$ cat src/rtl/dntm_pkg.sv
package dntm_pkg;
  localparam int CNT_W  = 8;
  localparam int NIB_W  = 4;
  localparam int ADDR_W = 3;

  typedef logic [CNT_W-1:0] cnt_t;
  typedef logic [NIB_W-1:0] nib_t;

  typedef enum logic [ADDR_W-1:0] {
    A_CNT_LO = 3'd0,
    A_CNT_HI = 3'd1,
    A_RLD_LO = 3'd2,
    A_RLD_HI = 3'd3,
    A_CTRL   = 3'd4,
    A_FLAG   = 3'd5
  } addr_e;

  localparam int CTL_RUN = 0;
  localparam int CTL_EVT = 1;
  localparam int CTL_OE  = 2;

  // Underflow happens when a running counter is stepped from zero.
  function automatic logic is_underflow(cnt_t c);
    return c == '0;
  endfunction

  // Next counter value on a running falling edge.
  function automatic cnt_t step_down(cnt_t c, cnt_t rld);
    return is_underflow(c) ? rld : cnt_t'(c - 1'b1);
  endfunction
endpackage

$ cat src/rtl/dntm_clksel.sv
module dntm_clksel #(
  parameter int PRE_DIV     = 4,
  parameter int SYNC_STAGES = 2
) (
  input  logic clk,
  input  logic rst_n,
  input  logic use_evt,
  input  logic evt_in,
  output logic fall_tick,
  output logic rise_tick
);
  localparam int PW = $clog2(PRE_DIV + 1);

  logic [PW-1:0]          pre_cnt;
  logic                   pre_lvl;
  logic [SYNC_STAGES-1:0] evt_sync;
  logic                   sel_lvl;
  logic                   lvl_q;

  always_ff @(posedge clk or negedge rst_n) begin
    if (!rst_n) begin
      pre_cnt <= '0;
      pre_lvl <= 1'b0;
    end else if (pre_cnt == PW'(PRE_DIV - 1)) begin
      pre_cnt <= '0;
      pre_lvl <= ~pre_lvl;
    end else begin
      pre_cnt <= pre_cnt + 1'b1;
    end
  end

  generate
    if (SYNC_STAGES == 1) begin : g_sync1
      always_ff @(posedge clk or negedge rst_n) begin
        if (!rst_n) evt_sync <= '0;
        else        evt_sync <= evt_in;
      end
    end else begin : g_syncn
      always_ff @(posedge clk or negedge rst_n) begin
        if (!rst_n) evt_sync <= '0;
        else        evt_sync <= {evt_sync[SYNC_STAGES-2:0], evt_in};
      end
    end
  endgenerate

  assign sel_lvl = use_evt ? evt_sync[SYNC_STAGES-1] : pre_lvl;

  always_ff @(posedge clk or negedge rst_n) begin
    if (!rst_n) lvl_q <= 1'b0;
    else        lvl_q <= sel_lvl;
  end

  assign fall_tick = lvl_q & ~sel_lvl;
  assign rise_tick = ~lvl_q & sel_lvl;
endmodule

$ cat src/rtl/dntm_core.sv
module dntm_core
  import dntm_pkg::*;
#(
  parameter int SYNC_STAGES = 2
) (
  input  logic clk,
  input  logic rst_n,
  input  logic fall_tick,
  input  logic rise_tick,
  input  logic run_req,
  input  cnt_t rld,
  output cnt_t cnt_q,
  output logic run_act,
  output logic uf_evt,
  output logic tout_q
);
  logic [SYNC_STAGES-1:0] req_sync;
  logic                   run_req_s;
  logic                   pend_q;

  generate
    if (SYNC_STAGES == 1) begin : g_rs1
      always_ff @(posedge clk or negedge rst_n) begin
        if (!rst_n) req_sync <= '0;
        else        req_sync <= run_req;
      end
    end else begin : g_rsn
      always_ff @(posedge clk or negedge rst_n) begin
        if (!rst_n) req_sync <= '0;
        else        req_sync <= {req_sync[SYNC_STAGES-2:0], run_req};
      end
    end
  endgenerate
  assign run_req_s = req_sync[SYNC_STAGES-1];

  assign uf_evt = fall_tick & run_act & is_underflow(cnt_q);

  always_ff @(posedge clk or negedge rst_n) begin
    if (!rst_n) begin
      cnt_q   <= '0;
      run_act <= 1'b0;
      pend_q  <= 1'b0;
      tout_q  <= 1'b0;
    end else if (fall_tick) begin
      run_act <= run_req_s;
      pend_q  <= uf_evt;
      if (run_act) cnt_q <= step_down(cnt_q, rld);
      if (uf_evt)  tout_q <= ~tout_q;
    end else if (rise_tick && pend_q) begin
      cnt_q  <= rld;
      pend_q <= 1'b0;
    end
  end

  AST_HOLD_NO_EDGE: assert property (@(posedge clk) disable iff (!rst_n)
    (!fall_tick && !rise_tick) |=> $stable(cnt_q));
  AST_RUN_ON_FALL: assert property (@(posedge clk) disable iff (!rst_n)
    !fall_tick |=> $stable(run_act));
  AST_DEC_ONE: assert property (@(posedge clk) disable iff (!rst_n)
    (fall_tick && run_act && cnt_q != '0) |=> cnt_q == cnt_t'($past(cnt_q) - 1'b1));
  AST_RELOAD_COMMIT: assert property (@(posedge clk) disable iff (!rst_n)
    (rise_tick && pend_q && !fall_tick) |=> cnt_q == $past(rld));
  AST_TOUT_TOGGLE: assert property (@(posedge clk) disable iff (!rst_n)
    uf_evt |=> tout_q != $past(tout_q));
endmodule

$ cat src/rtl/dntm_regs.sv
module dntm_regs
  import dntm_pkg::*;
#(
  parameter int SYNC_STAGES = 2
) (
  input  logic              clk,
  input  logic              rst_n,
  input  logic [ADDR_W-1:0] bus_addr,
  input  logic              bus_we,
  input  logic              bus_re,
  input  nib_t              bus_wdata,
  output nib_t              bus_rdata,
  input  cnt_t              cnt_q,
  input  logic              run_act,
  input  logic              uf_evt,
  output logic              run_req,
  output logic              use_evt,
  output logic              oe,
  output cnt_t              rld,
  output logic              flag_q
);
  logic [SYNC_STAGES-1:0] act_sync;
  logic                   run_rb;
  nib_t                   hi_hold;
  logic                   wr_ctrl, wr_flag_clr;

  assign wr_ctrl     = bus_we && (bus_addr == A_CTRL);
  assign wr_flag_clr = bus_we && (bus_addr == A_FLAG) && bus_wdata[0];

  always_ff @(posedge clk or negedge rst_n) begin
    if (!rst_n) begin
      run_req <= 1'b0;
      use_evt <= 1'b0;
      oe      <= 1'b0;
      rld     <= '0;
    end else if (bus_we) begin
      case (bus_addr)
        A_RLD_LO: rld[NIB_W-1:0]     <= bus_wdata;
        A_RLD_HI: rld[CNT_W-1:NIB_W] <= bus_wdata;
        A_CTRL: begin
          run_req <= bus_wdata[CTL_RUN];
          use_evt <= bus_wdata[CTL_EVT];
          oe      <= bus_wdata[CTL_OE];
        end
        default: ;
      endcase
    end
  end

  always_ff @(posedge clk or negedge rst_n) begin
    if (!rst_n)           flag_q <= 1'b0;
    else if (uf_evt)      flag_q <= 1'b1;
    else if (wr_flag_clr) flag_q <= 1'b0;
  end

  always_ff @(posedge clk or negedge rst_n) begin
    if (!rst_n) hi_hold <= '0;
    else if (bus_re && bus_addr == A_CNT_LO) hi_hold <= cnt_q[CNT_W-1:NIB_W];
  end

  generate
    if (SYNC_STAGES == 1) begin : g_as1
      always_ff @(posedge clk or negedge rst_n) begin
        if (!rst_n) act_sync <= '0;
        else        act_sync <= run_act;
      end
    end else begin : g_asn
      always_ff @(posedge clk or negedge rst_n) begin
        if (!rst_n) act_sync <= '0;
        else        act_sync <= {act_sync[SYNC_STAGES-2:0], run_act};
      end
    end
  endgenerate

  assign run_rb = run_req | act_sync[SYNC_STAGES-1];

  always_comb begin
    bus_rdata = '0;
    case (bus_addr)
      A_CNT_LO: bus_rdata = cnt_q[NIB_W-1:0];
      A_CNT_HI: bus_rdata = hi_hold;
      A_RLD_LO: bus_rdata = rld[NIB_W-1:0];
      A_RLD_HI: bus_rdata = rld[CNT_W-1:NIB_W];
      A_CTRL:   bus_rdata = {1'b0, oe, use_evt, run_rb};
      A_FLAG:   bus_rdata = {3'b000, flag_q};
      default:  bus_rdata = '0;
    endcase
  end

  AST_UF_SETS_FLAG: assert property (@(posedge clk) disable iff (!rst_n)
    uf_evt |=> flag_q);
  AST_FLAG_STICKY: assert property (@(posedge clk) disable iff (!rst_n)
    (flag_q && !wr_flag_clr) |=> flag_q);
endmodule

$ cat src/rtl/dntimer.sv
module dntimer
  import dntm_pkg::*;
#(
  parameter int PRE_DIV     = 4,
  parameter int SYNC_STAGES = 2
) (
  input  logic              clk,
  input  logic              rst_n,
  input  logic [ADDR_W-1:0] bus_addr,
  input  logic              bus_we,
  input  logic              bus_re,
  input  logic [NIB_W-1:0]  bus_wdata,
  output logic [NIB_W-1:0]  bus_rdata,
  input  logic              evt_in,
  output logic              tout,
  output logic              irq_flag
);
  logic fall_tick, rise_tick;
  logic run_req, use_evt, oe, run_act, uf_evt, tout_q, flag_q;
  cnt_t cnt_q, rld;

  dntm_clksel #(.PRE_DIV(PRE_DIV), .SYNC_STAGES(SYNC_STAGES)) u_clk (
    .clk(clk), .rst_n(rst_n), .use_evt(use_evt), .evt_in(evt_in),
    .fall_tick(fall_tick), .rise_tick(rise_tick)
  );

  dntm_core #(.SYNC_STAGES(SYNC_STAGES)) u_core (
    .clk(clk), .rst_n(rst_n), .fall_tick(fall_tick), .rise_tick(rise_tick),
    .run_req(run_req), .rld(rld), .cnt_q(cnt_q), .run_act(run_act),
    .uf_evt(uf_evt), .tout_q(tout_q)
  );

  dntm_regs #(.SYNC_STAGES(SYNC_STAGES)) u_regs (
    .clk(clk), .rst_n(rst_n), .bus_addr(bus_addr), .bus_we(bus_we),
    .bus_re(bus_re), .bus_wdata(bus_wdata), .bus_rdata(bus_rdata),
    .cnt_q(cnt_q), .run_act(run_act), .uf_evt(uf_evt),
    .run_req(run_req), .use_evt(use_evt), .oe(oe), .rld(rld), .flag_q(flag_q)
  );

  assign tout     = tout_q & oe;
  assign irq_flag = flag_q;

  AST_TOUT_GATED: assert property (@(posedge clk) disable iff (!rst_n)
    !oe |-> !tout);
endmodule

$ cat config.mk
export PLATFORM = sky130hd
export DESIGN_NAME = dntimer
export DESIGN_NICKNAME = d
export VERILOG_FILES = /design/src/rtl/dntm_pkg.sv /design/src/rtl/dntm_clksel.sv /design/src/rtl/dntm_core.sv /design/src/rtl/dntm_regs.sv /design/src/rtl/dntimer.sv
export SDC_FILE = /design/constraint.sdc
export NUM_CORES = 1
export LEC_CHECK = 0
export ABC_AREA = 1
export ABC_CLOCK_PERIOD_IN_PS = 1700
export CAP_MARGIN = 20
export CORE_MARGIN = 4
export CORE_UTILIZATION = 60
export DETAILED_ROUTE_END_ITERATION = 7
export DONT_BUFFER_PORTS = 1
export GPL_TIMING_DRIVEN = 0
export PLACE_DENSITY_LB_ADDON = 0.3
export SKIP_LAST_GASP = 1
export SYNTH_ARGS = -nofsm -noshare
export SYNTH_HDL_FRONTEND = slang
export SYNTH_HIERARCHICAL = 1
export SYNTH_SLANG_ARGS = --single-unit
export TNS_END_PERCENT = 1
$ cat constraint.sdc
create_clock -name clk -period 1.7 [get_ports clk]
set_input_delay 0.255 -clock clk [delete_from_list [all_inputs] [get_ports clk]]
set_output_delay 0.255 -clock clk [all_outputs]
set_load 0.03 [all_outputs]
==> reports/qor.csv, run 1 <==
metric,value,unit
Skew-Pair Late Insertion Delay,0.35,ns
Total Wirelength,4230,µm
drt first pass iters,4,
IO buf count,0,
initial core utilization,64.72,%
die height,66.09,µm
Tightest Hold Check Type,input pin to flip-flop,
Critical Path Sink Type,flip-flop,
Max Clk Rate,628.4,MHz
die area,0.004367,mm²
vias in the first global route,1700,
Least-Margin Pin Slew,0.5015,ns
CTS Buffer Depth,2,
status,completed,
Final min period,1.591,ns
vias per std cell,5.275,
Final HPWL DP,2996,µm
Synth top cells by count,"nand2_1, dfrtp_1, inv_1, nand3_1, nor2_1",
Clock Root Buffer,clkbuf_4,
gpl congestion,0.8352,
Clock Sinks,38,
via count,1709,
CP Launch Type,flip-flop,
Worst Clk Skew,0.009726,ns
max_cap viols,0,
post-synth top area share,46.97,%
Yosys cell types,24,
initial detailed-routing violation count,111,
period utilization,93.60,%
Syn Area/Cell,7.639,µm²
total gr overflow,0,
PwrDens,1297,mW/mm²
DR DRC count,0,
VDD IR max,0.0007256,V
H-tree lvl count,2,
"Net Count, Synth",280,
CP max stage delay,0.44,ns
dominant cell type by area after synthesis,dfrtp_1,
synthesized area,0.002024,mm²
Placed Cells,309,
largest net degree at the start of global routing,39,
Finish-stage setup viols,0,
DRT antenna net count,0,
fill count,266,
routed wire length per instance,13.06,µm
Arrival @ worst endpoint,1.83,ns
cell with the most instances after synthesis,nand2_1,
Die W,66.09,µm
CP Buf/Inv Count,3,
Max Slew Vio Count,0,
static leakage,1.192,nW
Nets,295,
diode count,0,
Final TNS setup,0,ns
non-filler instance count after layout,324,
Rows,20,
Crit-path slowest cell,dfrtp_1,
core area,0.003128,mm²
Seq cells post-synth,38,
Top delay family on crit path,simple AND/OR/NAND/NOR gates,
DP Worst Slack,0.07582,ns
CP Max Fanout,10,
I/O Pins,18,
Num CTS Buffers,5,
initial antenna violation count,0,
RSZ-0062 raised after global routing,true,
Most used DFF post-synth,dfrtp_1,
"EDFF count, synth",0,
Final Hold Vio Count,0,
Total GRT Usage,22.60,%
CTS tree,built,
Setup CP Type,flip-flop to flip-flop,
Syn-to-layout area delta,10.88,%
Synth Warn #,6,
post-synthesis async set-or-reset flop share,100.0,%
Post-Synthesis Cells,265,
"top cells by area, synth","dfrtp_1, nand2_1, inv_1, nand3_1, nor2_1",
post-synthesis sequential area ratio,46.97,%
Worst EP required,1.94,ns
final instance area,0.002245,mm²
first-pass GRT wire length,7514,µm
CP cell instances,inv_2 -> nand2_1 -> nand2_2 -> nor2_4 -> inv_2 -> a31oi_4 -> inv_4 -> nand3_1 -> nand2_1,
PnR Total Power,2.912,mW
layout cell share with drive strength beyond 1,14.29,%
DP Area,0.002079,mm²
Clock transition at path regs,0.12,ns
slew margin rel.,66.38,%
Final WS setup,0.1087,ns
## cell type report
type | count | area, µm² | area share (%)
timing repair buffer | 8 | 77.57 | 3.456
clock buffer | 6 | 51.30 | 2.285
inverter | 44 | 167.7 | 7.469
clock inverter | 1 | 30.03 | 1.338
tap | 44 | 55.05 | 2.453
sequential | 38 | 952.2 | 42.42
multi-input combinational | 181 | 892.1 | 39.74
buffer | 2 | 18.77 | 0.8361
## registers in the layout, indices dropped and copies added, names as in the netlist
register         count
u_core/req_sync      2
u_core/run_act       1
u_core/tout_q        1
u_clk/pre_lvl        1
u_regs/use_evt       1
u_clk/pre_cnt        3
u_regs/act_sync      2
u_regs/flag_q        1
u_regs/oe            1
u_regs/run_req       1
u_clk/evt_sync       2
u_regs/hi_hold       4
u_regs/rld           8
u_clk/lvl_q          1
u_core/pend_q        1
u_core/cnt_q         8
## final timing paths
kind | start | to | slack [ns] | depth (start not counted)
setup / recovery | u_regs/use_evt | u_core/cnt_q[6] | 0.11 | 9
hold / removal | bus_wdata[0] | u_regs/rld[4] | 0.02 | 2
setup reg to reg | u_regs/use_evt | u_core/cnt_q[6] | 0.11 | 9
hold reg to reg | u_regs/act_sync[0] | u_regs/act_sync[1] | 0.37 | 0
max in group asynchronous | rst_n | u_core/cnt_q[4] | 1.15 | 2
min in group asynchronous | rst_n | u_clk/lvl_q | 0.35 | 2
## per-stage QoR
step	util [%]	hold WS, ns
floorplan	-	-0.04059
global placement	66.48	-0.03940
detailed placement	66.48	-0.03927
CTS	70.36	0.007276
global route	71.76	0.009534
finish	71.76	0.01633
## per-layer routing
metal	track usage (%)	vias up	part of all wire [%]
met5	0	-	0
met4	5.838	0	1.2
met3	6.803	9	7.6
met2	37.55	50	48
met1	28.67	799	43
li1	-	851	-
## power by group
part | total [mW] | internal [mW] | switching, mW | leakage [nW]
registers | 1.39 | 1.14 | 0.253 | 0.482
logic | 0.879 | 0.304 | 0.575 | 0.667
clock network | 0.639 | 0.342 | 0.297 | 0.0443
## logic make-up after synthesis
family / count (synthesis) / synth area share [%]
xor gates and xnor gates: 3 / 1.298
and+or+nand+nor: 153 / 33.75
DFF: 38 / 46.97
AOI/OAI and AO/OA: 22 / 6.922
adders and majority gates: 3 / 1.854
buffers and inverters: 46 / 9.209
## repair_timing
action / CTS / global route
hold buffers: 3 / 0
buffers inserted: 0 / 5
hold endpoints to repair: 39 / 0
gates resized for setup: 0 / 2
endpoints found under the setup margin: 0 / 9
## layout by cell type (no fill, tap or decap), types with 4 or more instances in the layout
cell	instances
nand2_2	4
nand3_1	21
clkbuf_4	5
nand4_1	6
nor2_4	4
dfrtp_1	37
nand2_1	91
inv_2	6
buf_4	6
o21ai_0	6
inv_1	37
o21ai_1	10
nor2_1	20
(Power assumes the default switching activity.)
==> run 2: changes to the inputs <==
--- a/config.mk
+++ b/config.mk
@@ -14,6 +14,7 @@
 export DONT_BUFFER_PORTS = 1
 export GPL_TIMING_DRIVEN = 0
 export PLACE_DENSITY_LB_ADDON = 0.3
+export SETUP_SLACK_MARGIN = 0.3
 export SKIP_LAST_GASP = 1
 export SYNTH_ARGS = -nofsm -noshare
 export SYNTH_HDL_FRONTEND = slang
==> reports/qor.csv, run 2 (same netlist as run 1, synthesis figures left out) <==
metric,value,unit
Setup CP Type,flip-flop to flip-flop,
vias in the first global route,1728,
P_int,1.797,mW
fill count,264,
Skew-Pair Late Insertion Delay,0.34,ns
status,completed,
Regs by FF count,"u_core/cnt_q x8, u_regs/rld x8, u_regs/hi_hold x4",
Die W,66.09,µm
Num CTS Buffers,5,
diode count,0,
Crit-path slowest cell,dfrtp_1,
Tightest Hold Check Type,input pin to flip-flop,
CP Max Fanout,8,
Worst Clk Skew,0.008105,ns
die height,66.09,µm
initial antenna violation count,0,
reg-to-reg startpoint,u_core/cnt_q[0],
Seq. cell area,953.4,µm²
Nets,295,
Reg power frac,47.8,%
Max Clk Rate,658.8,MHz
Critical Path Sink Type,flip-flop,
RSZ-0062 raised after global routing,true,
clock share of power,21.7,%
DR DRC count,0,
Syn-to-layout area delta,11.62,%
vias per std cell,5.256,
CP Buf/Inv Count,2,
r2r worst-path depth,9,
Clock transition at path regs,0.11,ns
static leakage,1.198,nW
Hold Path Origin,bus_wdata[0],
CP cell instances,inv_1 -> ha_1 -> nand2_2 -> nor2_4 -> nor2_4 -> buf_4 -> nand2_1 -> nand2_1 -> o21bai_1,
period utilization,89.30,%
switching share of total power,38.54,%
Total Wirelength,4226,µm
die area,0.004367,mm²
core area,0.003128,mm²
Logic pwr share,30.5,%
CP max stage delay,0.40,ns
CTS tree,built,
PwrDens,1293,mW/mm²
Net Sw Power,1.126,mW
slew margin rel.,78.37,%
Final min period,1.518,ns
Final Hold Vio Count,0,
largest net degree at the start of global routing,39,
"commonest non-fill, non-tap cells in the layout","nand2_1, inv_1, dfrtp_1",
initial core utilization,64.72,%
layout cell share with drive strength beyond 1,15.71,%
via count,1703,
sink of the worst hold path,u_regs/rld[4],
Clock Root Buffer,clkbuf_4,
Total GRT Usage,23.07,%
FF-to-FF setup slack,0.18,ns
hold path depth,2,
Max Slew Vio Count,0,
Final TNS setup,0,ns
area of the multi-input gates,905.9,µm²
worst hold slack,0.01864,ns
DP Area,0.002079,mm²
total gr overflow,0,
H-tree lvl count,2,
Clock Sinks,38,
Worst EP required,1.93,ns
VDD IR max,0.0007302,V
initial detailed-routing violation count,125,
routed wire length per instance,13.04,µm
Final WS setup,0.1820,ns
I/O Pins,18,
final instance area,0.002260,mm²
first-pass GRT wire length,7686,µm
Rows,20,
Top delay family on crit path,simple AND/OR/NAND/NOR gates,
Reg2Reg Capture Point,u_core/cnt_q[0],
CP Launch Type,flip-flop,
drt first pass iters,4,
CTS Buffer Depth,2,
max_cap viols,0,
gpl congestion,0.8352,
DP Worst Slack,0.07582,ns
Finish-stage setup viols,0,
IO buf count,0,
"most common cell after layout, fill and taps aside",nand2_1,
Least-Margin Pin Slew,0.3234,ns
Arrival @ worst endpoint,1.75,ns
DRT antenna net count,0,
Final HPWL DP,2996,µm
-- run 2: timing repair --
item	4_1_cts	5_1_grt
pin swaps	6	3
hold buffers	3	0
endpoints found under the setup margin	13	15
buffers inserted	3	2
endpoints found under the hold margin	39	0
gates resized for setup	5	2
-- run 2: worst reg2reg max path: stages, from the launching register on --
cell and delay, ns:
dfrtp_1 0.40, inv_1 0.11, ha_1 0.22, nand2_2 0.12
nor2_4 0.06, nor2_4 0.20, buf_4 0.15, nand2_1 0.04
nand2_1 0.05, o21bai_1 0.06
-- run 2: worst max-delay path by stage --
stage / end / depth (start not counted) / from / slack (ns)
6_report: u_core/cnt_q[0] / 9 / u_core/cnt_q[0] / 0.18
5_1_grt: u_core/cnt_q[5] / 9 / u_regs/use_evt / 0.06
4_1_cts: u_core/cnt_q[5] / 8 / u_core/cnt_q[1] / 0.18
3_5_place_dp: u_core/cnt_q[0] / 9 / u_regs/use_evt / 0.08
3_3_place_gp: u_core/cnt_q[5] / 9 / u_regs/use_evt / 0.12
2_1_floorplan: u_core/cnt_q[0] / 8 / u_regs/use_evt / 0.31
-- run 2: cell type report --
cell class / count / share of cell area, %
clock buffer: 6 / 2.270
clock inverter: 1 / 1.329
timing repair buffer: 8 / 3.433
inverter: 44 / 7.420
buffer: 2 / 0.8306
sequential: 38 / 42.19
tap: 44 / 2.436
multi-input combinational: 181 / 40.09
-- run 2: per-stage QoR --
stage               std cells  total power, mW  util, %
floorplan                 265            2.017        -
global placement          309            2.172    66.48
detailed placement        309            2.216    66.48
CTS                       322            2.901    71.64
global route              324            3.149    72.24
finish                    324            2.923    72.24
-- run 2: power by group through the flow --
| stage | Clock, mW | Sequential [mW] | Combinational (mW) |
|---|---|---|---|
| finish | 0.634 | 1.40 | 0.890 |
| global route | 0.690 | 1.43 | 1.02 |
| CTS | 0.647 | 1.39 | 0.864 |
| detailed placement | 0 | 1.40 | 0.812 |
| global placement | 0 | 1.40 | 0.775 |
| floorplan | 0 | 1.33 | 0.689 |
-- run 2: routing by layer --
| metal | up-vias | track usage (%) | routed length, µm |
|---|---|---|---|
| met5 | - | 0 | 0 |
| met4 | 0 | 6.345 | 67 |
| met3 | 12 | 7.483 | 345 |
| met2 | 50 | 37.92 | 1998 |
| met1 | 789 | 29.11 | 1815 |
| li1 | 852 | - | - |
